$ cat src/rtl/rx_silo_pkg.sv
package rx_silo_pkg;
  localparam int LINE_W = 3;

  typedef struct packed {
    logic              ovr;
    logic              fe;
    logic              pe;
    logic              dsc;
    logic [LINE_W-1:0] line;
    logic [7:0]        ch;
  } entry_t;

  localparam int ENTRY_W = $bits(entry_t);
endpackage

$ cat src/rtl/rx_silo_line.sv
module rx_silo_line
  import rx_silo_pkg::*;
#(
  parameter int LINE = 0
) (
  input  logic   clk,
  input  logic   rst,
  input  logic   stb,
  input  logic [7:0] ch,
  input  logic   pe,
  input  logic   fe,
  input  logic   ovr_in,
  input  logic   carrier,
  input  logic   mdm_en,
  input  logic   grant_chr,
  input  logic   grant_dsc,
  output logic   req_chr,
  output logic   req_dsc,
  output entry_t chr_word,
  output entry_t dsc_word
);
  localparam logic [LINE_W-1:0] TAG = LINE_W'(LINE);

  logic chr_pend, dsc_pend, car_prev, car_lvl;

  // Character holding register; a re-strobe before grant overwrites and marks overrun
  always_ff @(posedge clk) begin
    if (rst) begin
      chr_pend <= 1'b0;
      chr_word <= '0;
    end else if (stb) begin
      chr_pend <= 1'b1;
      chr_word <= '{ovr: ovr_in | (chr_pend & ~grant_chr), fe: fe, pe: pe,
                    dsc: 1'b0, line: TAG, ch: ch};
    end else if (grant_chr) begin
      chr_pend <= 1'b0;
    end
  end

  // Carrier change detector
  always_ff @(posedge clk) begin
    car_prev <= carrier;
    if (rst) begin
      dsc_pend <= 1'b0;
      car_lvl  <= 1'b0;
    end else if (mdm_en && (carrier != car_prev)) begin
      dsc_pend <= 1'b1;
      car_lvl  <= carrier;
    end else if (grant_dsc) begin
      dsc_pend <= 1'b0;
    end
  end

  assign req_chr  = chr_pend;
  assign req_dsc  = dsc_pend;
  assign dsc_word = '{ovr: 1'b0, fe: 1'b0, pe: 1'b0, dsc: 1'b1, line: TAG,
                      ch: {7'd0, car_lvl}};

  a_r6_restrobe_marks_overrun: assert property (@(posedge clk) disable iff (rst)
    (stb && chr_pend && !grant_chr) |=> chr_word.ovr);
endmodule

$ cat src/rtl/rx_silo_arb.sv
module rx_silo_arb #(
  parameter int N = 16
) (
  input  logic         clk,
  input  logic         rst,
  input  logic [N-1:0] req,
  output logic [N-1:0] grant
);
  // Fixed priority: lowest index wins
  always_comb begin
    logic taken;
    taken = 1'b0;
    grant = '0;
    for (int i = 0; i < N; i++) begin
      if (req[i] && !taken) begin
        grant[i] = 1'b1;
        taken    = 1'b1;
      end
    end
  end

  a_r4_single_grant: assert property (@(posedge clk) disable iff (rst)
    $onehot0(grant));
  a_r4_grant_when_req: assert property (@(posedge clk) disable iff (rst)
    (|req) |-> (|grant));
endmodule

$ cat src/rtl/rx_silo_fifo.sv
module rx_silo_fifo
  import rx_silo_pkg::*;
#(
  parameter int DEPTH = 64
) (
  input  logic               clk,
  input  logic               rst,
  input  logic               push,
  input  entry_t             push_word,
  input  logic               pop,
  output logic [15:0]        rd_word,
  output logic [$clog2(DEPTH):0] count
);
  localparam int AW = $clog2(DEPTH);
  localparam logic [AW-1:0] ONE = AW'(1);
  localparam logic [AW:0]   FULL = (AW+1)'(DEPTH);

  entry_t        mem [DEPTH];
  entry_t        last_word;
  logic [AW-1:0] wptr, rptr;
  logic          full, do_push, do_mark, do_pop;

  assign full    = (count == FULL);
  assign do_push = push && !full;
  assign do_mark = push && full;
  assign do_pop  = pop && (count != '0);

  // Single write port: a normal push, or a rewrite of the newest entry with overrun
  always_ff @(posedge clk) begin
    if (do_push) begin
      mem[wptr] <= push_word;
    end else if (do_mark) begin
      mem[wptr - ONE] <= '{ovr: 1'b1, fe: last_word.fe, pe: last_word.pe,
                           dsc: last_word.dsc, line: last_word.line, ch: last_word.ch};
    end
  end

  always_ff @(posedge clk) begin
    if (rst) begin
      wptr      <= '0;
      rptr      <= '0;
      count     <= '0;
      last_word <= '0;
      rd_word   <= '0;
    end else begin
      if (do_push) begin
        wptr      <= wptr + ONE;
        last_word <= push_word;
      end else if (do_mark) begin
        last_word.ovr <= 1'b1;
      end
      if (pop) rd_word <= do_pop ? {1'b1, mem[rptr]} : 16'h0000;
      if (do_pop) rptr <= rptr + ONE;
      count <= count + (AW+1)'(do_push) - (AW+1)'(do_pop);
    end
  end

  a_r3_count_bound: assert property (@(posedge clk) disable iff (rst)
    count <= FULL);
  a_r5_full_holds_wptr: assert property (@(posedge clk) disable iff (rst)
    (push && full) |=> $stable(wptr));
endmodule

$ cat src/rtl/rx_silo.sv
module rx_silo
  import rx_silo_pkg::*;
#(
  parameter int NLINES = 8,
  parameter int DEPTH  = 64
) (
  input  logic                clk,
  input  logic                rst,
  input  logic [NLINES-1:0]   chr_stb,
  input  logic [NLINES*8-1:0] chr_bus,
  input  logic [NLINES-1:0]   chr_pe,
  input  logic [NLINES-1:0]   chr_fe,
  input  logic [NLINES-1:0]   chr_ovr,
  input  logic [NLINES-1:0]   carrier,
  input  logic [NLINES-1:0]   mdm_en,
  input  logic                rx_ie,
  input  logic                host_rd,
  input  logic                host_wr,
  input  logic [15:0]         host_wdata,
  output logic [15:0]         rd_data,
  output logic                irq
);
  localparam int AW  = $clog2(DEPTH);
  localparam int PW  = AW + 1;
  localparam int NRQ = 2 * NLINES;

  logic [NRQ-1:0] req, grant;
  entry_t         words [NRQ];
  entry_t         push_word;
  logic [AW:0]    count;
  logic [PW-1:0]  thresh;

  // Request index 2n is line n's carrier change, 2n+1 its character
  for (genvar g = 0; g < NLINES; g++) begin : g_line
    rx_silo_line #(.LINE(g)) u_line (
      .clk(clk), .rst(rst), .stb(chr_stb[g]), .ch(chr_bus[g*8 +: 8]),
      .pe(chr_pe[g]), .fe(chr_fe[g]), .ovr_in(chr_ovr[g]),
      .carrier(carrier[g]), .mdm_en(mdm_en[g]),
      .grant_chr(grant[2*g+1]), .grant_dsc(grant[2*g]),
      .req_chr(req[2*g+1]), .req_dsc(req[2*g]),
      .chr_word(words[2*g+1]), .dsc_word(words[2*g]));
  end

  rx_silo_arb #(.N(NRQ)) u_arb (.clk(clk), .rst(rst), .req(req), .grant(grant));

  always_comb begin
    push_word = '0;
    for (int i = 0; i < NRQ; i++)
      if (grant[i]) push_word = words[i];
  end

  rx_silo_fifo #(.DEPTH(DEPTH)) u_fifo (
    .clk(clk), .rst(rst), .push(|grant), .push_word(push_word),
    .pop(host_rd), .rd_word(rd_data), .count(count));

  always_ff @(posedge clk) begin
    if (rst) begin
      thresh <= PW'(1);
      irq    <= 1'b0;
    end else begin
      if (host_wr) thresh <= host_wdata[PW-1:0];
      irq <= rx_ie && (count >= thresh);
    end
  end

  a_r1_empty_read_zero: assert property (@(posedge clk) disable iff (rst)
    (host_rd && count == '0) |=> (rd_data == 16'h0000));
  a_r9_irq_needs_enable: assert property (@(posedge clk) disable iff (rst)
    !rx_ie |=> !irq);
endmodule

$ cat config.mk
export PLATFORM = sky130hd
export DESIGN_NAME = rx_silo
export DESIGN_NICKNAME = d
export VERILOG_FILES = /design/src/rtl/rx_silo_pkg.sv /design/src/rtl/rx_silo_line.sv /design/src/rtl/rx_silo_arb.sv /design/src/rtl/rx_silo_fifo.sv /design/src/rtl/rx_silo.sv
export SDC_FILE = /design/constraint.sdc
export NUM_CORES = 1
export LEC_CHECK = 0
export BUFFER_PORTS_ARGS = -buffer_cell sky130_fd_sc_hd__buf_2
export CAP_MARGIN = 20
export CELL_PAD_IN_SITES_DETAIL_PLACEMENT = 1
export CELL_PAD_IN_SITES_GLOBAL_PLACEMENT = 2
export CORE_MARGIN = 3
export CORE_UTILIZATION = 35
export CTS_CLUSTER_DIAMETER = 100
export DETAILED_ROUTE_END_ITERATION = 10
export PLACE_DENSITY = 0.71
export SLEW_MARGIN = 25
export SYNTH_ARGS = -nofsm -noshare
export SYNTH_HDL_FRONTEND = slang
export SYNTH_SLANG_ARGS = --single-unit
export TNS_END_PERCENT = 5
$ cat constraint.sdc
create_clock -name clk -period 4.31 [get_ports clk]
set_input_delay 0.2155 -clock clk [delete_from_list [all_inputs] [get_ports clk]]
set_output_delay 0.2155 -clock clk [all_outputs]
set_load 0.005 [all_outputs]
Yosys cells after proc, flatten, opt, wreduce, memory -nomap -nowiden
Memory sizes are Yosys's and may differ from the RTL's. A register that Yosys moved wholly into a read port is not among the register bits.
Index checks and enable logic that the tools add are counted.
- bits in writable memories: 960
- register bits: 184
- bits of input ports: 133
- output and inout port bits: 17
- memories kept: 1
- word-level logic and storage cells: 273
- bitwise logic cells: 24
- equality and inequality tests: 9
- order comparisons: 1
- reductions and logical operators: 62
- add/subtract/negate cells: 5
- muxes and demuxes: 89
- memories (name ; words ; width ; rd ports ; clocked after memory_dff ; wr ports ; line ; RTL):
    u_fifo.mem ; 64 ; 15 ; 1 ; 1 ; 1 ; rx_silo_fifo.sv:18 ; entry_t mem [DEPTH];
- operators with widths (kind ; count):
    15-bit two-way mux ; 16
    1-bit two-way mux ; 68
    2-bit nonzero test ; 16
    1-bit logical AND ; 27
    6-bit two-way mux ; 3
    1-bit logical NOT ; 16
    16-bit two-way mux ; 1
    16-bit OR reduction ; 1
    15-bit OR reduction ; 1
    6-bit by 1-bit adder with 6-bit output (second input constant) ; 2
    12-bit two-way mux ; 1
    1-bit bitwise AND ; 8
    1-bit inequality test ; 8
    1-bit NOT ; 8
    1-bit bitwise OR ; 8
    7-bit by 1-bit adder with 7-bit output ; 1
    7-bit equality test (second input constant) ; 1
    7-bit greater-or-equal comparator ; 1
    7-bit nonzero test ; 1
    7-bit by 1-bit subtractor with 7-bit output ; 1
    6-bit by 1-bit subtractor with 6-bit output (second input constant) ; 1

Longest topological paths before layout
Gate-level depths: netlist (run 1).
- depth in word-level cells: 53
- mapped depth: 18
- mapped depth without buffers: 16

Modules after synthesis
A second synthesis (run 1) with hierarchy kept.
- cells, all modules: 2871
- area total of the unflattened synthesis: 47725.8 µm²
- modules (own cells, without submodules) (module ; cells an instance ; area an instance (µm²) ; sequential area each (µm²) ; instances):
    rx_silo_fifo ; 1887 ; 39251.4 ; 29928.7 ; 1
    rx_silo_line at g_line[1].u_line ... ; 76 ; 725.7 ; 320.3 ; 7
    rx_silo ; 347 ; 2427.3 ; 160.2 ; 1
    rx_silo_line at g_line[0].u_line ; 74 ; 705.7 ; 300.3 ; 1
    rx_silo_arb ; 31 ; 261.5 ; 0.0 ; 1

Least setup slack after synthesis (run 1)
OpenSTA, ideal clock, no wires.
- path kind: register to register
- start: register g_line[2].u_line.chr_pend
- end: memory u_fifo.mem[0][10] in the netlist's numbering (data pin)
- period minus slack after synthesis: 4.602 ns
- stages on the path, launching flop included: 8
- data required time: 3.608 ns
- arrival: 3.900 ns
- setup slack: -0.292 ns
- buffers on the path: 3
- library setup time: 0.702 ns
- path through: dfxtp_1 clkbuf_1 nor3_4 nand3_1 o21ai_1 buf_2 buf_1 o21ai_0
- word-level cells in the longest chain between the ends: 39
- elaborated cells on any way between the ends: 61
- those cells by class: mux: 36; reduce/logical: 25
- RTL lines (element ; line ; RTL):
    start, declared ; rx_silo_line.sv:24 ; logic chr_pend, dsc_pend, car_prev, car_lvl;
    start signal, assigned ; rx_silo_line.sv:29 ; chr_pend <= 1'b0;
    start signal, assigned ; rx_silo_line.sv:32 ; chr_pend <= 1'b1;
    start signal, assigned ; rx_silo_line.sv:36 ; chr_pend <= 1'b0;
    1-bit logical AND * ; rx_silo_arb.sv:15 ; if (req[i] && !taken) begin
    1-bit two-way mux ; rx_silo_arb.sv:15 ;
    1-bit logical NOT ; rx_silo_arb.sv:15 ;
    1-bit logical AND ; rx_silo_arb.sv:15 ;
    1-bit two-way mux ; rx_silo_arb.sv:15 ;
    1-bit logical NOT ; rx_silo_arb.sv:15 ;
    1-bit logical AND ; rx_silo_arb.sv:15 ;
    1-bit two-way mux ; rx_silo_arb.sv:15 ;
    [... 23 more ...] ; n/a ;
    1-bit two-way mux ; rx_silo_arb.sv:15 ;
    16-bit OR reduction ; rx_silo.sv:53 ; .clk(clk), .rst(rst), .push(|grant), .push_word(push_word),
    1-bit logical AND ; rx_silo_fifo.sv:25 ; assign do_mark = push && full;
    1-bit two-way mux ; rx_silo_fifo.sv:32 ; end else if (do_mark) begin
    1-bit two-way mux ; rx_silo_fifo.sv:30 ; if (do_push) begin
    1-bit two-way mux (not written as such) ; rx_silo_fifo.sv:33 ; mem[wptr - ONE] <= '{ovr: 1'b1, fe: last_word.fe, pe: last_word.pe,
    15-bit OR reduction (no source line) ; n/a ;
    15-bit two-way mux (no source line) * ; n/a ;
    end, declared ; rx_silo_fifo.sv:18 ;
Mark *: on every way between the ends. The rest lies on a longest branch, timed or not.

Worst setup path after layout (run 1)
- start: register g_line[3].u_line.dsc_pend
- end: memory u_fifo.mem[62][10] in the netlist's numbering (enable)
- word-level cells in the longest chain between the ends: 36
- elaborated cells on any way between the ends: 49
- those cells by class: mux: 26; reduce/logical: 23
- RTL lines (element ; line ; RTL):
    start, declared ; rx_silo_line.sv:24 ;
    start signal, assigned ; rx_silo_line.sv:44 ; dsc_pend <= 1'b0;
    start signal, assigned ; rx_silo_line.sv:47 ; dsc_pend <= 1'b1;
    start signal, assigned ; rx_silo_line.sv:50 ; dsc_pend <= 1'b0;
    1-bit logical AND * ; rx_silo_arb.sv:15 ;
    1-bit two-way mux ; rx_silo_arb.sv:15 ;
    1-bit logical NOT ; rx_silo_arb.sv:15 ;
    1-bit logical AND ; rx_silo_arb.sv:15 ;
    1-bit two-way mux ; rx_silo_arb.sv:15 ;
    1-bit logical NOT ; rx_silo_arb.sv:15 ;
    1-bit logical AND ; rx_silo_arb.sv:15 ;
    1-bit two-way mux ; rx_silo_arb.sv:15 ;
    [... 20 more ...] ; n/a ;
    1-bit two-way mux ; rx_silo_arb.sv:15 ;
    16-bit OR reduction * ; rx_silo.sv:53 ;
    1-bit logical AND ; rx_silo_fifo.sv:25 ;
    1-bit two-way mux ; rx_silo_fifo.sv:32 ;
    1-bit two-way mux ; rx_silo_fifo.sv:30 ;
    1-bit two-way mux (not written as such) ; rx_silo_fifo.sv:33 ;
    15-bit OR reduction (no source line) ; n/a ;
    6-bit two-way mux (no source line) or 1-bit two-way mux (tied branches) ; n/a ;
Marks and branches as above.

==> results of run 1 <==
layout by cell type, fill, tap and decap left out, types with 17 or more instances in the layout:
| cell | instances |
|---|---|
| sky130_fd_sc_hd__nand3_1 | 23 |
| sky130_fd_sc_hd__mux2_2 | 41 |
| sky130_fd_sc_hd__nor2_1 | 289 |
| sky130_fd_sc_hd__buf_4 | 129 |
| sky130_fd_sc_hd__dfxtp_1 | 187 |
| sky130_fd_sc_hd__o21ai_0 | 46 |
| sky130_fd_sc_hd__nand2_1 | 106 |
| sky130_fd_sc_hd__o211ai_1 | 21 |
| sky130_fd_sc_hd__buf_12 | 21 |
| sky130_fd_sc_hd__a221oi_1 | 21 |
| sky130_fd_sc_hd__inv_1 | 40 |
| sky130_fd_sc_hd__clkinv_2 | 17 |
| sky130_fd_sc_hd__mux4_2 | 223 |
| sky130_fd_sc_hd__mux2i_1 | 149 |
| sky130_fd_sc_hd__a21oi_1 | 71 |
| sky130_fd_sc_hd__clkbuf_16 | 120 |
| sky130_fd_sc_hd__clkbuf_1 | 35 |
| sky130_fd_sc_hd__nor2b_1 | 23 |
| sky130_fd_sc_hd__a22oi_1 | 20 |
| sky130_fd_sc_hd__edfxtp_1 | 960 |
| sky130_fd_sc_hd__clkinv_1 | 20 |
| sky130_fd_sc_hd__a211oi_1 | 32 |
| sky130_fd_sc_hd__o22ai_1 | 36 |
| sky130_fd_sc_hd__ha_1 | 19 |
| sky130_fd_sc_hd__dlygate4sd3_1 | 192 |
| sky130_fd_sc_hd__nand2b_1 | 17 |
| sky130_fd_sc_hd__buf_2 | 139 |
path summary, 6_finish.rpt:
check                                     start                            end  cells after the start
hold reg to reg   g_line[4].u_line.chr_word[10]  g_line[4].u_line.chr_word[10]                      2
setup reg to reg       g_line[3].u_line.req_dsc             u_fifo.mem[62][10]                      7
setup / recovery       g_line[3].u_line.req_dsc             u_fifo.mem[62][10]                      7
hold / removal                       carrier[0]      g_line[0].u_line.car_prev                      2
layer usage:
layer	part of all wire, %	up-vias	global-route usage [%]
met2	51	767	32.9
met5	0.010	-	0
met1	42	13900	24.9
met4	2.1	2	4.39
met3	4.9	143	2.97
li1	-	11500	-
repair_timing:
item                                    4_1_cts  5_1_grt
hold buffers                                192        0
endpoints found under the hold margin       149        0
setup buffers                                 0        0
endpoints found under the setup margin        0        0
worst max-delay path: stages (launching register included):
cell and delay [ps]:
sky130_fd_sc_hd__dfxtp_1 400, sky130_fd_sc_hd__nor3_4 470, sky130_fd_sc_hd__nand3_1 530, sky130_fd_sc_hd__o211ai_1 540
sky130_fd_sc_hd__mux2i_1 450, sky130_fd_sc_hd__o21ai_0 310, sky130_fd_sc_hd__nor2_1 230, sky130_fd_sc_hd__buf_4 320
state kept, by name, summed over array words and instances (netlist names), 8 cells and up, named ones only:
signal and cells:
g_line.u_line.car_lvl 8, g_line.u_line.car_prev 8, g_line.u_line.chr_word 95, g_line.u_line.req_chr 8, g_line.u_line.req_dsc 8, u_fifo.last_word 14, u_fifo.mem 960, u_fifo.rd_word 16
logic make-up after synthesis:
logic type,Yosys count
xor gates and xnor gates,22
DFF,1150
adders and majority gates,20
AOI/OAI and AO/OA,339
buffers and inverters,196
and+or+nand+nor,549
muxes,414
area by class of cell:
| class | instances | area, um2 | share of cell area (%) |
|---|---|---|---|
| tap | 1742 | 2180 | 3.94 |
| antenna | 5 | 12.5 | 0.0226 |
| clock inverter | 54 | 537 | 0.971 |
| timing repair buffer | 483 | 4050 | 7.32 |
| sequential | 1150 | 32600 | 59.0 |
| clock buffer | 165 | 3270 | 5.92 |
| inverter | 43 | 161 | 0.292 |
| multi-input combinational | 1344 | 12400 | 22.5 |
power groups by stage:
stage / logic (mW) / registers, mW / clock network, mW
floorplan: 3.55 / 13.6 / 0
global placement: 5.59 / 13.7 / 0
detailed placement: 5.78 / 13.8 / 0
CTS: 5.96 / 13.5 / 10.2
global route: 6.33 / 13.6 / 10.7
finish: 5.89 / 13.5 / 10.0
per-stage QoR:
stage | worst slack (ps) | power (mW) | instances
finish | 686 | 29.4 | 4986
global route | 379 | 30.6 | 4982
CTS | 726 | 29.8 | 4980
detailed placement | 754 | 19.6 | 4569
global placement | 784 | 19.3 | 4569
floorplan | 109 | 17.2 | 2690
==> reports/results.md, run 1 <==
• completed — outcome
• no — RSZ-0062 raised after global routing
• 1150 — Clock Sink Count
• 2690 — gate count of the mapped netlist
• 71.3% — post-synthesis sequential area ratio
• sky130_fd_sc_hd__edfxtp_1, sky130_fd_sc_hd__nor2_1, sky130_fd_sc_hd__mux4_2 — Post-synth top cells
• sky130_fd_sc_hd__edfxtp_1 — cell type contributing the most total cell area after synthesis
• 18.9% — total routing usage reported by global routing
• 4020 ps — crit path DAT
• 135000 um2 — die footprint
• 20.8% — synthesis-to-layout area growth
• 23.8% — share of layout cells above drive strength 1
• 130000 um2 — placeable core area
• 55300 um2 — post-route cell area
• yes — CTS tree
• 21.4 mW — Int Pwr
• 15 — largest fanout on the critical path
• 46.0% — relative contribution of sequential cells to total power
• 0 — number of remaining DRC errors
• 84.1% — fin crit share
• 5 — drt first pass iters
• 0 — total count of hold-check failures in the final report
• 150 — boundary pin count
• 140 — Port Buffers
• 740 ps — clock latency on the worst-skew pair
• 0 ps — setup total negative slack
• 0.421% — xor and xnor area share after synthesis
• 132 — row count
• 60 ps — clock transition time at the flip-flop clock pins of the worst setup and hold paths
• 0 — quantity of gates resized following cts
• 17.0 um2 — synthesized area divided by synthesized cell count
• sky130_fd_sc_hd__clkbuf_16 — Clock Root Buffer
• 12700 — layout filler cell count
• 8.10 mW — power spent charging and discharging nets
• 2258 — Iteration-0 DRC Markers
• 0 — final number of setup-violating endpoints
• register — Critical Path Sink Type
• 88 — largest net degree at the start of global routing
• sky130_fd_sc_hd__edfxtp_1 — most frequently used flop master after synthesis
• 1010 ps — worst slew pin tran
• 533 nW/um2 — power density of the placed cells
• 191000 um — global-route wire length before repair
• 5.06% — synthesized-area fraction occupied by ao, oa, aoi and oai cells
• 0 — Maximum Capacitance Violations
• 18.5 nW — P_leak
• 368 um — width of the chip
• 25.7 um — average wire per standard cell
• primary input to register — class of the worst hold path
• 690 ps — worst reg-to-reg setup slack
• 5.46% — share of synthesized cell area in and, or, nand and nor gates
• 0 — post-route antenna net violation count
• 36.2 ps — Max Clock Skew
• 128000 um — wire length after detailed routing
• 5.29 — average via count per standard cell
• 368 um — Die Height
• 3 — maximum number of buffers from clock root to sink
• 0% — fraction of registers with async set/reset
• 42.6% — core occupancy in the finished layout
• 28600 — via count of the first global-routing pass
• 3620 ps — Final min period
• 49500 um2 — placed standard-cell area
• 0 — GRT Residual Overflow
• 82800 um — detailed placement HPWL
• 7 — number of antenna violations at the first check in global routing
• register — startpoint kind of the worst setup timing path
• register to register — Crit Path Class
• 34.0% — share of power burned in the clock network
• 45800 um2 — post-synth design cell area
• 0 — total count of max-transition violations in the final report
• 0.563% — adder-cell share of the synthesized area
• multiplexers — largest family of logic cells by synthesized area
• 156 ps — Hold Worst Slack
• sky130_fd_sc_hd__edfxtp_1, sky130_fd_sc_hd__mux4_2, sky130_fd_sc_hd__dfxtp_1 — leading cell types by total area after synthesis
• 118 — total CTS buffers
• 0 — number of synthesis warnings
• 960 — Post-synth EDFFs
• 2843 — Syn Nets
• 26400 — total via count in the routed design
• sky130_fd_sc_hd__edfxtp_1 — most repeated cell in the gate-level netlist after synthesis
• 0.344 mV — Peak VDD IR
• 276 MHz — fmax
• 35.3% — effective utilization at floorplan
• 4710 ps — Data required, critical path
• 27.5% — share of total power consumed by net switching
• 15.3% — mux share of post-synthesis cell area
• 0.805 — gpl congestion
• 1150 — register bit count reported by yosys
• 80 — library cells used by synthesis
• 3293 — Final nets
• 63.0% — fraction of post-synthesis cell area in the top cell type by area
• 20.0% — logic gate share of total power
• 32.9% — headroom to the max-slew limit
• 3 — maximum level of the CTS H-tree
Note: power is estimated with default switching activity, not from simulation.
==> run 2: changes to the inputs <==
--- a/config.mk
+++ b/config.mk
@@ -5,6 +5,7 @@
 export SDC_FILE = /design/constraint.sdc
 export NUM_CORES = 1
 export LEC_CHECK = 0
+export ABC_AREA = 1
 export BUFFER_PORTS_ARGS = -buffer_cell sky130_fd_sc_hd__buf_2
 export CAP_MARGIN = 20
 export CELL_PAD_IN_SITES_DETAIL_PLACEMENT = 1
@@ -13,7 +14,7 @@
 export CORE_UTILIZATION = 35
 export CTS_CLUSTER_DIAMETER = 100
 export DETAILED_ROUTE_END_ITERATION = 10
-export PLACE_DENSITY = 0.71
+export PLACE_DENSITY = 0.74
 export SLEW_MARGIN = 25
 export SYNTH_ARGS = -nofsm -noshare
 export SYNTH_HDL_FRONTEND = slang
==> constraint.sdc (replaced) <==
create_clock -name clk -period 3.5 [get_ports clk]
set_input_delay 0.175 -clock clk [delete_from_list [all_inputs] [get_ports clk]]
set_output_delay 0.175 -clock clk [all_outputs]
set_load 0.005 [all_outputs]
==> reports/results.md, run 2 <==
• 34500 — via count of the first global-routing pass
• 56200 um2 — post-route cell area
• 3780 ps — crit path DAT
• host_rd — hold wc startpoint
• 0 ps — setup total negative slack
• 140 — Port Buffers
• 34.7% — share of power burned in the clock network
• 43.3% — core occupancy in the finished layout
• 4 — number of antenna violations at the first check in global routing
• 118 — total CTS buffers
• 669 nW/um2 — power density of the placed cells
• 0 — number of synthesis warnings
• 11.6 mW — power spent charging and discharging nets
• 0 — total count of hold-check failures in the final report
• completed — outcome
• 296 MHz — fmax
• 63.0% — fraction of post-synthesis cell area in the top cell type by area
• 148000 um — wire length after detailed routing
• 33000 — total via count in the routed design
• sky130_fd_sc_hd__edfxtp_1 — most frequent standard cell in the layout excluding fill and tap cells
• 0% — fraction of registers with async set/reset
• 35.3% — effective utilization at floorplan
• 96.6% — fin crit share
• u_fifo.mem — Most flops, register
• register — startpoint kind of the worst setup timing path
• 3850 — gate count of the mapped netlist
• 120 ps — worst reg-to-reg setup slack
• primary input to register — class of the worst hold path
• 0.817 — gpl congestion
• yes — CTS tree
• 132 — row count
• 0 — final number of setup-violating endpoints
• u_fifo.mem (960), g_line.u_line.chr_word (95), u_fifo.rd_word (16) — largest registers
• 3 — maximum number of buffers from clock root to sink
• 5662 — Cell Count Post-Placement
• 135000 um2 — die footprint
• register — Critical Path Sink Type
• 52.0 ps — Max Clock Skew
• 0 — GRT Residual Overflow
• 21.5% — total routing usage reported by global routing
• sky130_fd_sc_hd__edfxtp_1 — most frequently used flop master after synthesis
• u_fifo.rd_word[12] — hold endpoint
• 770 ps — clock latency on the worst-skew pair
• 3900 ps — Data required, critical path
• sky130_fd_sc_hd__edfxtp_1, sky130_fd_sc_hd__dfxtp_1, sky130_fd_sc_hd__nor2_1 — leading cell types by total area after synthesis
• 45 — library cells used by synthesis
• 5 — cell count of the worst hold path
• 150 — boundary pin count
• 25.9 mW — Int Pwr
• 13600 — layout filler cell count
• 24.2 um — average wire per standard cell
• 4412 — Final nets
• sky130_fd_sc_hd__edfxtp_1 — cell type contributing the most total cell area after synthesis
• 22.7% — synthesis-to-layout area growth
• 60 ps — clock transition time at the flip-flop clock pins of the worst setup and hold paths
• 32600 um2 — footprint of the flip-flops and latches
• 368 um — Die Height
• 1150 — Clock Sink Count
• 1110 ps — worst slew pin tran
• 11.9 um2 — synthesized area divided by synthesized cell count
• 3380 ps — Final min period
• 221000 um — global-route wire length before repair
• 71.3% — post-synthesis sequential area ratio
• 7 — drt first pass iters
• 126 — largest net degree at the start of global routing
• sky130_fd_sc_hd__edfxtp_1, sky130_fd_sc_hd__nor2_1, sky130_fd_sc_hd__o21ai_0 — Post-synth top cells
• sky130_fd_sc_hd__edfxtp_1 — most repeated cell in the gate-level netlist after synthesis
• 0 — total count of max-transition violations in the final report
• 6109 — final standard cell count with taps included and fillers excluded
• 21.7% — logic gate share of total power
• 0 — post-route antenna net violation count
• sky130_fd_sc_hd__clkbuf_16 — Clock Root Buffer
• 4003 — Syn Nets
• 24.9% — headroom to the max-slew limit
• 3 — maximum level of the CTS H-tree
• 0 — number of remaining DRC errors
• 0 — Maximum Capacitance Violations
• 13.7% — share of layout cells above drive strength 1
• sky130_fd_sc_hd__edfxtp_1, sky130_fd_sc_hd__nor2_1, sky130_fd_sc_hd__o21ai_0 — most frequent cells in the layout
• 43.6% — relative contribution of sequential cells to total power
• 130000 um2 — placeable core area
• 0.467 mV — Peak VDD IR
• register to register — Crit Path Class
• 1150 — register bit count reported by yosys
• 30.9% — share of total power consumed by net switching
• 11900 um2 — combined area of the multi-input logic cells
• g_line[1].u_line.req_dsc — Critical R2R Launch
• 49900 um2 — placed standard-cell area
• 88200 um — detailed placement HPWL
• 14 — number of cells on the worst reg-to-reg path
• 15 — largest fanout on the critical path
• u_fifo.mem[17][4] — endpoint of the lowest-slack register-to-register path
• yes — RSZ-0062 raised after global routing
• 5.39 — average via count per standard cell
• 19.6 nW — P_leak
• 960 — Post-synth EDFFs
• 368 um — width of the chip
• 45800 um2 — post-synth design cell area
• 960 — flip-flop count of the largest register after layout
• 2781 — Iteration-0 DRC Markers
[run 2: cell types whose count changed after synthesis, moves of 112 or more]
| cell | before | now |
|---|---|---|
| sky130_fd_sc_hd__clkbuf_1 | 82 | 232 |
| sky130_fd_sc_hd__mux2i_1 | 149 | 0 |
| sky130_fd_sc_hd__mux4_2 | 223 | 0 |
| sky130_fd_sc_hd__nand2_1 | 109 | 221 |
| sky130_fd_sc_hd__nand3_1 | 23 | 190 |
| sky130_fd_sc_hd__nor2_1 | 289 | 865 |
| sky130_fd_sc_hd__o21ai_0 | 47 | 602 |
| sky130_fd_sc_hd__o221ai_1 | 2 | 166 |
[run 2: power groups by stage]
stage	clock (mW)	sequential (mW)	combinational, mW
2_1_floorplan	0	16.6	4.09
3_3_place_gp	0	16.6	7.70
3_5_place_dp	0	16.6	7.86
4_1_cts	13.3	16.4	8.11
5_1_grt	13.8	16.4	8.87
6_report	13.0	16.4	8.15
[run 2: timing repair]
item / 4_1_cts / 5_1_grt
hold buffers: 219 / 0
gates resized for setup: 0 / 9
endpoints found under the setup margin: 0 / 480
setup buffers: 0 / 0
hold endpoints to repair: 125 / 0
[run 2: cells by family after synthesis]
group	count (synthesis)	share of synthesized area (%)
AND/OR/NAND/NOR	1341	12.3
flip-flops	1150	71.3
adder cells (fa/ha/maj)	20	0.563
buffers and inverters	348	2.93
XOR/XNOR	10	0.191
AO/OA/AOI/OAI	981	12.8
[run 2: per-stage QoR]
stage	total power [mW]	setup slack, ps	hold WS, ps
global placement	24.3	180	303
floorplan	20.7	316	203
CTS	37.8	75.6	43.0
global route	39.1	-104	103
finish	37.6	121	104
detailed placement	24.5	89.8	306
[run 2: per-layer routing]
layer / vias up / global-route usage (%) / routed length [um]
li1: 14900 / - / -
met1: 16900 / 29.5 / 65300
met2: 927 / 36.0 / 71000
met3: 176 / 2.58 / 7800
met4: 0 / 6.02 / 3510
met5: - / 0 / 0
[run 2: critical path: stages, from the launching register on]
cell and delay (ps):
sky130_fd_sc_hd__dfxtp_1 310, sky130_fd_sc_hd__inv_1 150, sky130_fd_sc_hd__nand4_4 140, sky130_fd_sc_hd__nor2_4 160, sky130_fd_sc_hd__nand4_4 130, sky130_fd_sc_hd__nor2_4 160, sky130_fd_sc_hd__nand4_4 130, sky130_fd_sc_hd__nor2_4 140
sky130_fd_sc_hd__nand3_4 250, sky130_fd_sc_hd__nand2_8 210, sky130_fd_sc_hd__nand2_1 110, sky130_fd_sc_hd__o21ai_4 160, sky130_fd_sc_hd__nand4_2 440, sky130_fd_sc_hd__nor2_1 240, sky130_fd_sc_hd__buf_4 290
[run 2: layout make-up]
type | count | share of cell area [%]
Antenna cell | 5 | 0.0223
Clock buffer | 136 | 5.45
Tap cell | 1742 | 3.88
Sequential cell | 1150 | 58.1
Timing Repair Buffer | 554 | 8.97
Clock inverter | 87 | 1.73
Multi-Input combinational cell | 2352 | 21.2
Inverter | 83 | 0.584
[run 2: how the worst max path moves through the flow]
stage | from | endpoint | slack, ps
after floorplan | g_line[0].u_line.req_dsc | u_fifo.mem[0][10] | 320
after global placement | g_line[0].u_line.req_dsc | u_fifo.mem[3][7] | 180
after detailed placement | g_line[1].u_line.req_dsc | u_fifo.mem[4][5] | 90
after CTS | g_line[1].u_line.req_dsc | u_fifo.mem[12][6] | 80
after global routing | g_line[1].u_line.req_dsc | u_fifo.mem[17][5] | -100
final | g_line[1].u_line.req_dsc | u_fifo.mem[17][4] | 120
